## src/rtl/dvfs_pkg.sv

```systemverilog
package dvfs_pkg;
  typedef enum logic [1:0] {
    RSN_NORMAL  = 2'd0,
    RSN_HOTPLUG = 2'd1,
    RSN_PWRCOL  = 2'd2,
    RSN_IDLE    = 2'd3
  } reason_e;

  typedef enum logic [1:0] {
    RAIL_MEM  = 2'd0,
    RAIL_DIG  = 2'd1,
    RAIL_CUR  = 2'd2,
    RAIL_CORE = 2'd3
  } rail_e;

  localparam int NUM_SETTINGS = 4;
endpackage

```

## src/rtl/pll_dig_need.sv

```systemverilog
// Digital-rail requirement of one clock source, from its PLL multiplier tier.
module pll_dig_need #(
  parameter int VW        = 12,
  parameter int LW        = 6,
  parameter int LOW_L_MAX = 20,
  parameter int NOM_L_MAX = 40,
  parameter int DIG_NONE  = 50,
  parameter int DIG_LOW   = 200,
  parameter int DIG_NOM   = 300,
  parameter int DIG_HIGH  = 400
) (
  input  logic          is_pll_i,
  input  logic [LW-1:0] mult_i,
  output logic [VW-1:0] need_o
);
  localparam logic [LW-1:0] LOW_LIM = LW'(LOW_L_MAX);
  localparam logic [LW-1:0] NOM_LIM = LW'(NOM_L_MAX);

  always_comb begin
    if (!is_pll_i)             need_o = VW'(DIG_NONE);
    else if (mult_i > NOM_LIM) need_o = VW'(DIG_HIGH);
    else if (mult_i > LOW_LIM) need_o = VW'(DIG_NOM);
    else                       need_o = VW'(DIG_LOW);
  end
endmodule

```

## src/rtl/dvfs_target_calc.sv

```systemverilog
// Builds the four setting targets from table inputs.
module dvfs_target_calc #(
  parameter int VW        = 12,
  parameter int LW        = 6,
  parameter int LOW_L_MAX = 20,
  parameter int NOM_L_MAX = 40,
  parameter int DIG_NONE  = 50,
  parameter int DIG_LOW   = 200,
  parameter int DIG_NOM   = 300,
  parameter int DIG_HIGH  = 400
) (
  input  logic                tgt_mem_i,
  input  logic [VW-1:0]       mem_i,
  input  logic [VW-1:0]       ua_i,
  input  logic [VW-1:0]       core_base_i,
  input  logic                boost_en_i,
  input  logic [VW-1:0]       boost_i,
  input  logic [VW-1:0]       l2_dig_i,
  input  logic                l2_pll_i,
  input  logic [LW-1:0]       l2_mult_i,
  input  logic                cpu_pll_i,
  input  logic [LW-1:0]       cpu_mult_i,
  output logic [3:0][VW-1:0]  tgt_o
);
  localparam int NSRC = 2;

  logic [NSRC-1:0]          src_pll;
  logic [NSRC-1:0][LW-1:0]  src_mult;
  logic [NSRC-1:0][VW-1:0]  src_need;
  logic [VW-1:0]            dig_max;

  assign src_pll  = {cpu_pll_i, l2_pll_i};
  assign src_mult = {cpu_mult_i, l2_mult_i};

  for (genvar g = 0; g < NSRC; g++) begin : g_src
    pll_dig_need #(
      .VW(VW), .LW(LW), .LOW_L_MAX(LOW_L_MAX), .NOM_L_MAX(NOM_L_MAX),
      .DIG_NONE(DIG_NONE), .DIG_LOW(DIG_LOW), .DIG_NOM(DIG_NOM), .DIG_HIGH(DIG_HIGH)
    ) u_need (
      .is_pll_i(src_pll[g]),
      .mult_i  (src_mult[g]),
      .need_o  (src_need[g])
    );
  end

  always_comb begin
    dig_max = l2_dig_i;
    for (int i = 0; i < NSRC; i++)
      if (src_need[i] > dig_max) dig_max = src_need[i];
  end

  always_comb begin
    tgt_o[0] = mem_i;
    tgt_o[1] = dig_max;
    tgt_o[2] = ua_i;
    tgt_o[3] = boost_en_i ? core_base_i + boost_i : core_base_i;
  end

  logic unused_sel;
  assign unused_sel = tgt_mem_i;
endmodule

```

## src/rtl/l2_vote_merge.sv

```systemverilog
// Keeps each core's latest L2 vote and registers the maximum over present cores.
module l2_vote_merge #(
  parameter int NCORES = 4,
  parameter int LVLW   = 3
) (
  input  logic                      clk,
  input  logic                      rst,
  input  logic                      vote_we_i,
  input  logic [$clog2(NCORES)-1:0] vote_core_i,
  input  logic [LVLW-1:0]           vote_lvl_i,
  input  logic [NCORES-1:0]         present_i,
  output logic [LVLW-1:0]           level_o
);
  logic [NCORES-1:0][LVLW-1:0] votes_q;
  logic [LVLW-1:0]             max_c;

  for (genvar c = 0; c < NCORES; c++) begin : g_vote
    always_ff @(posedge clk) begin
      if (rst)
        votes_q[c] <= '0;
      else if (vote_we_i && vote_core_i == c)
        votes_q[c] <= vote_lvl_i;
    end
  end

  always_comb begin
    max_c = '0;
    for (int c = 0; c < NCORES; c++)
      if (present_i[c] && votes_q[c] > max_c) max_c = votes_q[c];
  end

  always_ff @(posedge clk) begin
    if (rst) level_o <= '0;
    else     level_o <= max_c;
  end
endmodule

```

## src/rtl/rail_step_fsm.sv

```systemverilog
// Walks the four settings in phase order and runs the write handshake.
module rail_step_fsm
  import dvfs_pkg::*;
#(
  parameter int VW = 12
) (
  input  logic               clk,
  input  logic               rst,
  input  logic               cmd_raise_i,
  input  logic               cmd_lower_i,
  input  logic [1:0]         reason_i,
  input  logic [3:0][VW-1:0] tgt_i,
  input  logic               ack_i,
  input  logic               nack_i,
  output logic               wr_o,
  output logic [1:0]         sel_o,
  output logic [VW-1:0]      val_o,
  output logic [3:0][VW-1:0] cur_o,
  output logic               busy_o,
  output logic               done_o,
  output logic               err_o,
  output logic               act_raise_o,
  output logic [1:0]         act_reason_o
);
  typedef enum logic [1:0] {S_IDLE, S_EVAL, S_WAIT} st_e;

  st_e                state_q;
  logic [1:0]         idx_q;
  logic               raise_q;
  reason_e            reason_q;
  logic               blocked_q;
  logic [3:0][VW-1:0] tgt_q;
  logic [3:0][VW-1:0] cur_q;

  rail_e         step_sel;
  logic [VW-1:0] step_tgt;
  logic [VW-1:0] step_cur;
  logic          step_allowed;
  logic          step_need;
  logic          accept;

  always_comb begin
    step_sel     = raise_q ? rail_e'(idx_q) : rail_e'(2'd3 - idx_q);
    step_tgt     = tgt_q[step_sel];
    step_cur     = cur_q[step_sel];
    step_allowed = (reason_q == RSN_NORMAL) ||
                   (reason_q == RSN_HOTPLUG && step_sel != RAIL_CORE);
    step_need    = step_allowed && (raise_q ? (step_tgt > step_cur)
                                            : (step_tgt < step_cur));
    accept       = cmd_raise_i || (cmd_lower_i && !blocked_q);
  end

  always_ff @(posedge clk) begin
    if (rst) begin
      state_q   <= S_IDLE;
      idx_q     <= '0;
      raise_q   <= 1'b0;
      reason_q  <= RSN_NORMAL;
      blocked_q <= 1'b0;
      tgt_q     <= '0;
      cur_q     <= '0;
      wr_o      <= 1'b0;
      sel_o     <= '0;
      val_o     <= '0;
      done_o    <= 1'b0;
      err_o     <= 1'b0;
    end else begin
      done_o <= 1'b0;
      case (state_q)
        S_IDLE: begin
          if (accept) begin
            raise_q  <= cmd_raise_i;
            reason_q <= reason_e'(reason_i);
            tgt_q    <= tgt_i;
            idx_q    <= '0;
            err_o    <= 1'b0;
            state_q  <= S_EVAL;
            if (cmd_raise_i) blocked_q <= 1'b0;
          end
        end
        S_EVAL: begin
          if (step_need) begin
            wr_o    <= 1'b1;
            sel_o   <= step_sel;
            val_o   <= step_tgt;
            state_q <= S_WAIT;
          end else if (idx_q == 2'd3) begin
            done_o  <= 1'b1;
            state_q <= S_IDLE;
          end else begin
            idx_q <= idx_q + 2'd1;
          end
        end
        S_WAIT: begin
          if (ack_i) begin
            wr_o         <= 1'b0;
            cur_q[sel_o] <= val_o;
            if (idx_q == 2'd3) begin
              done_o  <= 1'b1;
              state_q <= S_IDLE;
            end else begin
              idx_q   <= idx_q + 2'd1;
              state_q <= S_EVAL;
            end
          end else if (nack_i) begin
            wr_o      <= 1'b0;
            err_o     <= 1'b1;
            blocked_q <= raise_q;
            done_o    <= 1'b1;
            state_q   <= S_IDLE;
          end
        end
        default: state_q <= S_IDLE;
      endcase
    end
  end

  assign cur_o        = cur_q;
  assign busy_o       = (state_q != S_IDLE);
  assign act_raise_o  = raise_q;
  assign act_reason_o = reason_q;
endmodule

```

## src/rtl/dvfs_rail_sequencer.sv

```systemverilog
module dvfs_rail_sequencer #(
  parameter int VW        = 12,
  parameter int LW        = 6,
  parameter int NCORES    = 4,
  parameter int LVLW      = 3,
  parameter int LOW_L_MAX = 20,
  parameter int NOM_L_MAX = 40,
  parameter int DIG_NONE  = 50,
  parameter int DIG_LOW   = 200,
  parameter int DIG_NOM   = 300,
  parameter int DIG_HIGH  = 400
) (
  input  logic                      clk,
  input  logic                      rst,
  input  logic                      cmd_raise_i,
  input  logic                      cmd_lower_i,
  input  logic [1:0]                reason_i,
  input  logic [VW-1:0]             tgt_mem_i,
  input  logic [VW-1:0]             tgt_ua_i,
  input  logic [VW-1:0]             core_base_i,
  input  logic                      boost_en_i,
  input  logic [VW-1:0]             boost_i,
  input  logic [VW-1:0]             l2_dig_i,
  input  logic                      l2_pll_i,
  input  logic [LW-1:0]             l2_mult_i,
  input  logic                      cpu_pll_i,
  input  logic [LW-1:0]             cpu_mult_i,
  input  logic                      rail_ack_i,
  input  logic                      rail_nack_i,
  output logic                      rail_wr_o,
  output logic [1:0]                rail_sel_o,
  output logic [VW-1:0]             rail_val_o,
  output logic [VW-1:0]             cur_mem_o,
  output logic [VW-1:0]             cur_dig_o,
  output logic [VW-1:0]             cur_ua_o,
  output logic [VW-1:0]             cur_core_o,
  output logic                      busy_o,
  output logic                      done_o,
  output logic                      err_o,
  input  logic                      vote_we_i,
  input  logic [$clog2(NCORES)-1:0] vote_core_i,
  input  logic [LVLW-1:0]           vote_lvl_i,
  input  logic [NCORES-1:0]         core_present_i,
  output logic [LVLW-1:0]           l2_level_o
);
  logic [3:0][VW-1:0] tgt_w;
  logic [3:0][VW-1:0] cur_w;
  logic               act_raise;
  logic [1:0]         act_reason;

  dvfs_target_calc #(
    .VW(VW), .LW(LW), .LOW_L_MAX(LOW_L_MAX), .NOM_L_MAX(NOM_L_MAX),
    .DIG_NONE(DIG_NONE), .DIG_LOW(DIG_LOW), .DIG_NOM(DIG_NOM), .DIG_HIGH(DIG_HIGH)
  ) u_calc (
    .tgt_mem_i  (1'b0),
    .mem_i      (tgt_mem_i),
    .ua_i       (tgt_ua_i),
    .core_base_i(core_base_i),
    .boost_en_i (boost_en_i),
    .boost_i    (boost_i),
    .l2_dig_i   (l2_dig_i),
    .l2_pll_i   (l2_pll_i),
    .l2_mult_i  (l2_mult_i),
    .cpu_pll_i  (cpu_pll_i),
    .cpu_mult_i (cpu_mult_i),
    .tgt_o      (tgt_w)
  );

  rail_step_fsm #(.VW(VW)) u_fsm (
    .clk         (clk),
    .rst         (rst),
    .cmd_raise_i (cmd_raise_i),
    .cmd_lower_i (cmd_lower_i),
    .reason_i    (reason_i),
    .tgt_i       (tgt_w),
    .ack_i       (rail_ack_i),
    .nack_i      (rail_nack_i),
    .wr_o        (rail_wr_o),
    .sel_o       (rail_sel_o),
    .val_o       (rail_val_o),
    .cur_o       (cur_w),
    .busy_o      (busy_o),
    .done_o      (done_o),
    .err_o       (err_o),
    .act_raise_o (act_raise),
    .act_reason_o(act_reason)
  );

  l2_vote_merge #(.NCORES(NCORES), .LVLW(LVLW)) u_vote (
    .clk        (clk),
    .rst        (rst),
    .vote_we_i  (vote_we_i),
    .vote_core_i(vote_core_i),
    .vote_lvl_i (vote_lvl_i),
    .present_i  (core_present_i),
    .level_o    (l2_level_o)
  );

  assign cur_mem_o  = cur_w[0];
  assign cur_dig_o  = cur_w[1];
  assign cur_ua_o   = cur_w[2];
  assign cur_core_o = cur_w[3];
endmodule

```

## config.mk

```make
export PLATFORM = sky130hd
export DESIGN_NAME = dvfs_rail_sequencer
export DESIGN_NICKNAME = d
export VERILOG_FILES = /design/src/rtl/dvfs_pkg.sv /design/src/rtl/pll_dig_need.sv /design/src/rtl/dvfs_target_calc.sv /design/src/rtl/l2_vote_merge.sv /design/src/rtl/rail_step_fsm.sv /design/src/rtl/dvfs_rail_sequencer.sv
export SDC_FILE = /design/constraint.sdc
export NUM_CORES = 1
export LEC_CHECK = 0
export ABC_AREA = 1
export ABC_CLOCK_PERIOD_IN_PS = 4400
export BUFFER_PORTS_ARGS = -buffer_cell sky130_fd_sc_hd__buf_2
export CAP_MARGIN = 20
export CORE_UTILIZATION = 55
export CTS_CLUSTER_DIAMETER = 60
export DETAILED_ROUTE_END_ITERATION = 12
export MAX_ROUTING_LAYER = met4
export PLACE_DENSITY = 0.81
export SKIP_CTS_REPAIR_TIMING = 1
export SLEW_MARGIN = 20
export SYNTH_ARGS = -nofsm -noshare
export SYNTH_HDL_FRONTEND = slang
export SYNTH_SLANG_ARGS = --single-unit
```

## constraint.sdc

```tcl
create_clock -name clk -period 4.4 [get_ports clk]
set_input_delay 0.66 -clock clk [delete_from_list [all_inputs] [get_ports clk]]
set_output_delay 0.66 -clock clk [all_outputs]
set_load 0.02 [all_outputs]
```

==> summary.md <==
| Metric | Value |
|---|---|
| Layout Skew | `roughly 11 ps` |
| Syn Nets | `between 1000 and 1500` |
| Die X | `roughly 120 µm` |
| Reg2Reg Setup Slack | `around 720 ps` |
| WP data arrival | `between 4000 and 5000 ps` |
| CP Class | `input pin to flop` |
| DIE HEIGHT | `between 100 and 150 µm` |
| Post-synthesis mux area share | `0%` |
| Period utilization | `86.6%` |
| Pint | `between 0.003 and 0.004 W` |
| Post-route DRC | `0` |
| Inst Count DP | `~1400` |
| Clk_lat worst skew | `~420 ps` |
| Xor/xnor share of the synthesized area | `less than 1%` |
| Pwr Density | `approximately 600 mW/mm²` |
| First-pass iteration count of the detailed router | `5` |
| Average wire per standard cell | `about 14 µm` |
| Worst reg2reg path endpoint | `u_vote.level_o[2]$_SDFF_PP0_` |
| Nets | `about 1400` |
| Synth Register Bits | `between 100 and 150` |
| Placer Congestion | `~0.9` |
| Avg Synthesized Cell Area | `about 6.8 µm²` |
| Worst-path clk slew | `~60 ps` |
| Combinational fraction of design power | `a little under half` |
| Core region area | `0.0135 mm²` |
| Pin count of the biggest net entering global routing | `86` |
| Full die area | `0.0145 mm²` |
| Setup crit start kind | `input pin` |
| Hold endpoint | `u_fsm.tgt_q[46]$_SDFFE_PP0P_` |
| Hold violation total from the final report | `0` |
| Leak | `around 4.7 nW` |
| Final setup vio count | `0` |
| Post-synth design cell area | `0.00770 mm²` |
| Ports | `about 160` |
| Maximum VDD drop | `around 350 µV` |
| Tmin final | `between 3000 and 4000 ps` |
| Hold Path Class | `flop to flop` |
| RSZ-0062 raised after global routing | `no` |
| Synth warn | `0` |
| Post-synthesis compound-gate area fraction | `around a fifth` |
| Antenna violations before repair | `0` |
| Synth Area in Simple Gates | `26.9%` |
| Gr usage total | `slightly below 30%` |
| Clock tree buffer depth | `2` |
| Via/cell ratio | `5.43` |
| Layout cell share with drive strength beyond 1 | `roughly 17%` |
| Slew Viols, Final | `0` |
| Top achievable clock speed | `262 MHz` |
| Grt ovf | `0` |
| Worst R2R Start | `u_vote.votes_q[1]$_SDFFE_PP0P_` |
| CP Capture Type | `flop` |
| Antenna violation net count after detailed routing | `0` |
| Asr flop ratio synth | `0%` |
| H-tree depth | `4` |
| Initial Utilization | `between 50% and 60%` |
| N_diodes | `0` |
| Via count | `7948` |
| Outcome | `finished clean` |
| CTS tree | `yes` |
| Reg2reg path depth | `23` |
| Post-synth EDFFs | `0` |
| HP Start | `u_fsm.tgt_q[46]$_SDFFE_PP0P_` |
| NetSw | `~0.0023 W` |
| Vias in the first global route | `7147` |
| CTS Sinks | `around 140` |
| # rows | `42` |
| Max transition margin | `37.0%` |
| Req. time, crit path | `between 4000 and 5000 ps` |
| TNS Setup | `0 ps` |
| Worst-Margin Slew | `between 900 and 1000 ps` |
| Sequential element share of the synthesized area | `~35%` |
| Hold Path Depth | `2` |
| Cell mode on critical path | `nand2_1` |
| Largest family of logic cells by synthesized area | `simple AND/OR/NAND/NOR gates` |
| Critical Path Slowest Stage Cell | `ha_1` |
| Port buffer count | `around 160` |
| Total wire length | `roughly 20000 µm` |
| Non-filler instance count after layout | `roughly 1500` |
| Cell variety after synth | `42` |
| Adder-cell share of the synthesized area | `8.87%` |
| Root Buffer | `clkbuf_16` |
| Slowest stage delay, CP | `approximately 300 ps` |
| Net Sw Frac | `42.3%` |
| Max FO, Critical Path | `10` |
| HPWL after DPL | `between 10000 and 15000 µm` |
| Initial DRC Count | `776` |
| Synth-to-Final Area Change | `19.7%` |
| Main flop type after synthesis | `dfxtp_1` |
| Syn Inst Count | `roughly 1100` |
| Clock Power Share | `25.4%` |
| Max Cap Viol | `0` |
| First-pass GRT wire length | `~33000 µm` |
| Reg power frac | `around 29%` |
| Clock buffer count from CTS | `17` |
-- power groups by stage --
| stage | sequential (W) | combinational, W | clock, W |
|---|---|---|---|
| after detailed placement | 0.00162 | 0.00247 | 0 |
| after CTS | 0.00160 | 0.00250 | 0.00141 |
| after global routing | 0.00162 | 0.00287 | 0.00147 |
| after global placement | 0.00162 | 0.00243 | 0 |
| after floorplan | 0.00164 | 0.00188 | 0 |
| final | 0.00160 | 0.00254 | 0.00141 |
-- worst max-delay path by stage --
stage,startpoint,to,cells past startpoint
global placement,l2_mult_i[1],u_fsm.tgt_q[18]$_SDFFE_PP0P_,30
CTS,l2_mult_i[1],u_fsm.tgt_q[19]$_SDFFE_PP0P_,29
detailed placement,l2_mult_i[1],u_fsm.tgt_q[18]$_SDFFE_PP0P_,30
floorplan,l2_mult_i[1],u_fsm.tgt_q[18]$_SDFFE_PP0P_,29
global route,l2_mult_i[1],u_fsm.tgt_q[19]$_SDFFE_PP0P_,28
finish,l2_mult_i[1],u_fsm.tgt_q[19]$_SDFFE_PP0P_,29
-- per-stage QoR --
| stage | instance area [µm²] | setup WS (ps) | util, % | power (W) | hold slack (ps) |
|---|---|---|---|---|---|
| after floorplan | 7700 | 646 | - | 0.00352 | 439 |
| after global placement | 8610 | 348 | 64.0 | 0.00404 | 448 |
| after detailed placement | 8610 | 235 | 64.0 | 0.00409 | 456 |
| after CTS | 9200 | 598 | 68.4 | 0.00551 | 467 |
| after global routing | 9220 | 159 | 68.6 | 0.00596 | 480 |
| final | 9220 | 589 | 68.6 | 0.00555 | 465 |
-- area by class of cell --
class,count,area (µm²)
tap,176,220
inverter,98,372
clock buffer,19,443
sequential,136,2720
fill,1193,4230
timing repair buffer,175,931
clock inverter,13,144
multi-input combinational,847,4390
-- worst max-delay path: cells and delay by family --
kind                     cells  cell delay (ps)
AO/OA/AOI/OAI                5              740
adder cells (fa/ha/maj)      2              580
buffers and inverters        5              380
AND/OR/NAND/NOR             17             1750
-- state kept, by name, indices dropped and copies added (netlist names) --
| register | flops |
|---|---|
| u_fsm.blocked_q | 1 |
| u_vote.votes_q | 12 |
| u_fsm.done_o | 1 |
| u_fsm.err_o | 1 |
| u_fsm.act_raise_o | 1 |
| u_fsm.idx_q | 2 |
| u_fsm.state_q | 2 |
| u_fsm.tgt_q | 48 |
| u_fsm.wr_o | 1 |
| u_vote.level_o | 3 |
| u_fsm.sel_o | 2 |
| u_fsm.cur_o | 48 |
| u_fsm.act_reason_o | 2 |
| u_fsm.val_o | 12 |
-- layout by cell type (no fill, tap or decap), drive strengths merged, types with 2 or more instances in the layout --
cell type	n
o21bai	3
nor3	12
nand4	16
nand3	30
xnor2	3
inv	100
o32ai	12
nor2	310
ha	53
xor2	3
clkbuf	19
bufinv	2
o21ai	163
a31oi	4
a21o	2
nand2	144
buf	175
o211ai	4
a211oi	2
clkinv	8
o32a	11
o21a	2
a21oi	66
dfxtp	136
-- layer usage --
layer  GRT usage, %  up-vias  part of all wire (%)  routed length [µm]
li1               -     4026                     -                   -
met1           36.9     3559                    45                9120
met2           47.0      318                    46                9360
met3           4.67       45                   6.7                1370
met4           11.0        0                   2.3                 473
met5              -        -                     0                   0
-- cell usage after synthesis, types with 2 or more instances --
cell / n / area (µm²)
nand2_2: 2 / 12.5
o21a_1: 2 / 15.0
nand4_1: 16 / 100
buf_6: 2 / 22.5
ha_1: 53 / 663
nor3_1: 12 / 60.1
dfxtp_1: 136 / 2720
nor2_1: 309 / 1160
o21bai_1: 3 / 22.5
a211oi_1: 2 / 15.0
o211ai_1: 4 / 30.0
a31oi_1: 3 / 18.8
o21ai_0: 155 / 776
a21oi_1: 66 / 330
buf_2: 8 / 40.0
buf_4: 4 / 30.0
nand2_1: 141 / 529
nand3_1: 28 / 140
clkbuf_1: 37 / 139
o32ai_1: 8 / 70.1
xnor2_1: 2 / 17.5
o32a_1: 11 / 110
a21o_1: 2 / 15.0
o32ai_2: 4 / 65.1
xor2_1: 3 / 26.3
inv_1: 96 / 360
o21ai_1: 8 / 40.0
-- logic make-up (layout without fill, tap and decap cells) --
logic type               count (synthesis)  after routing
adder cells (fa/ha/maj)                 54             54
AO/OA/AOI/OAI                          273            273
XOR/XNOR                                 6              6
flip-flops                             136            136
buffers and inverters                  149            305
AND/OR/NAND/NOR                        514            514
No activity file was read; power rests on OpenSTA's default activity.
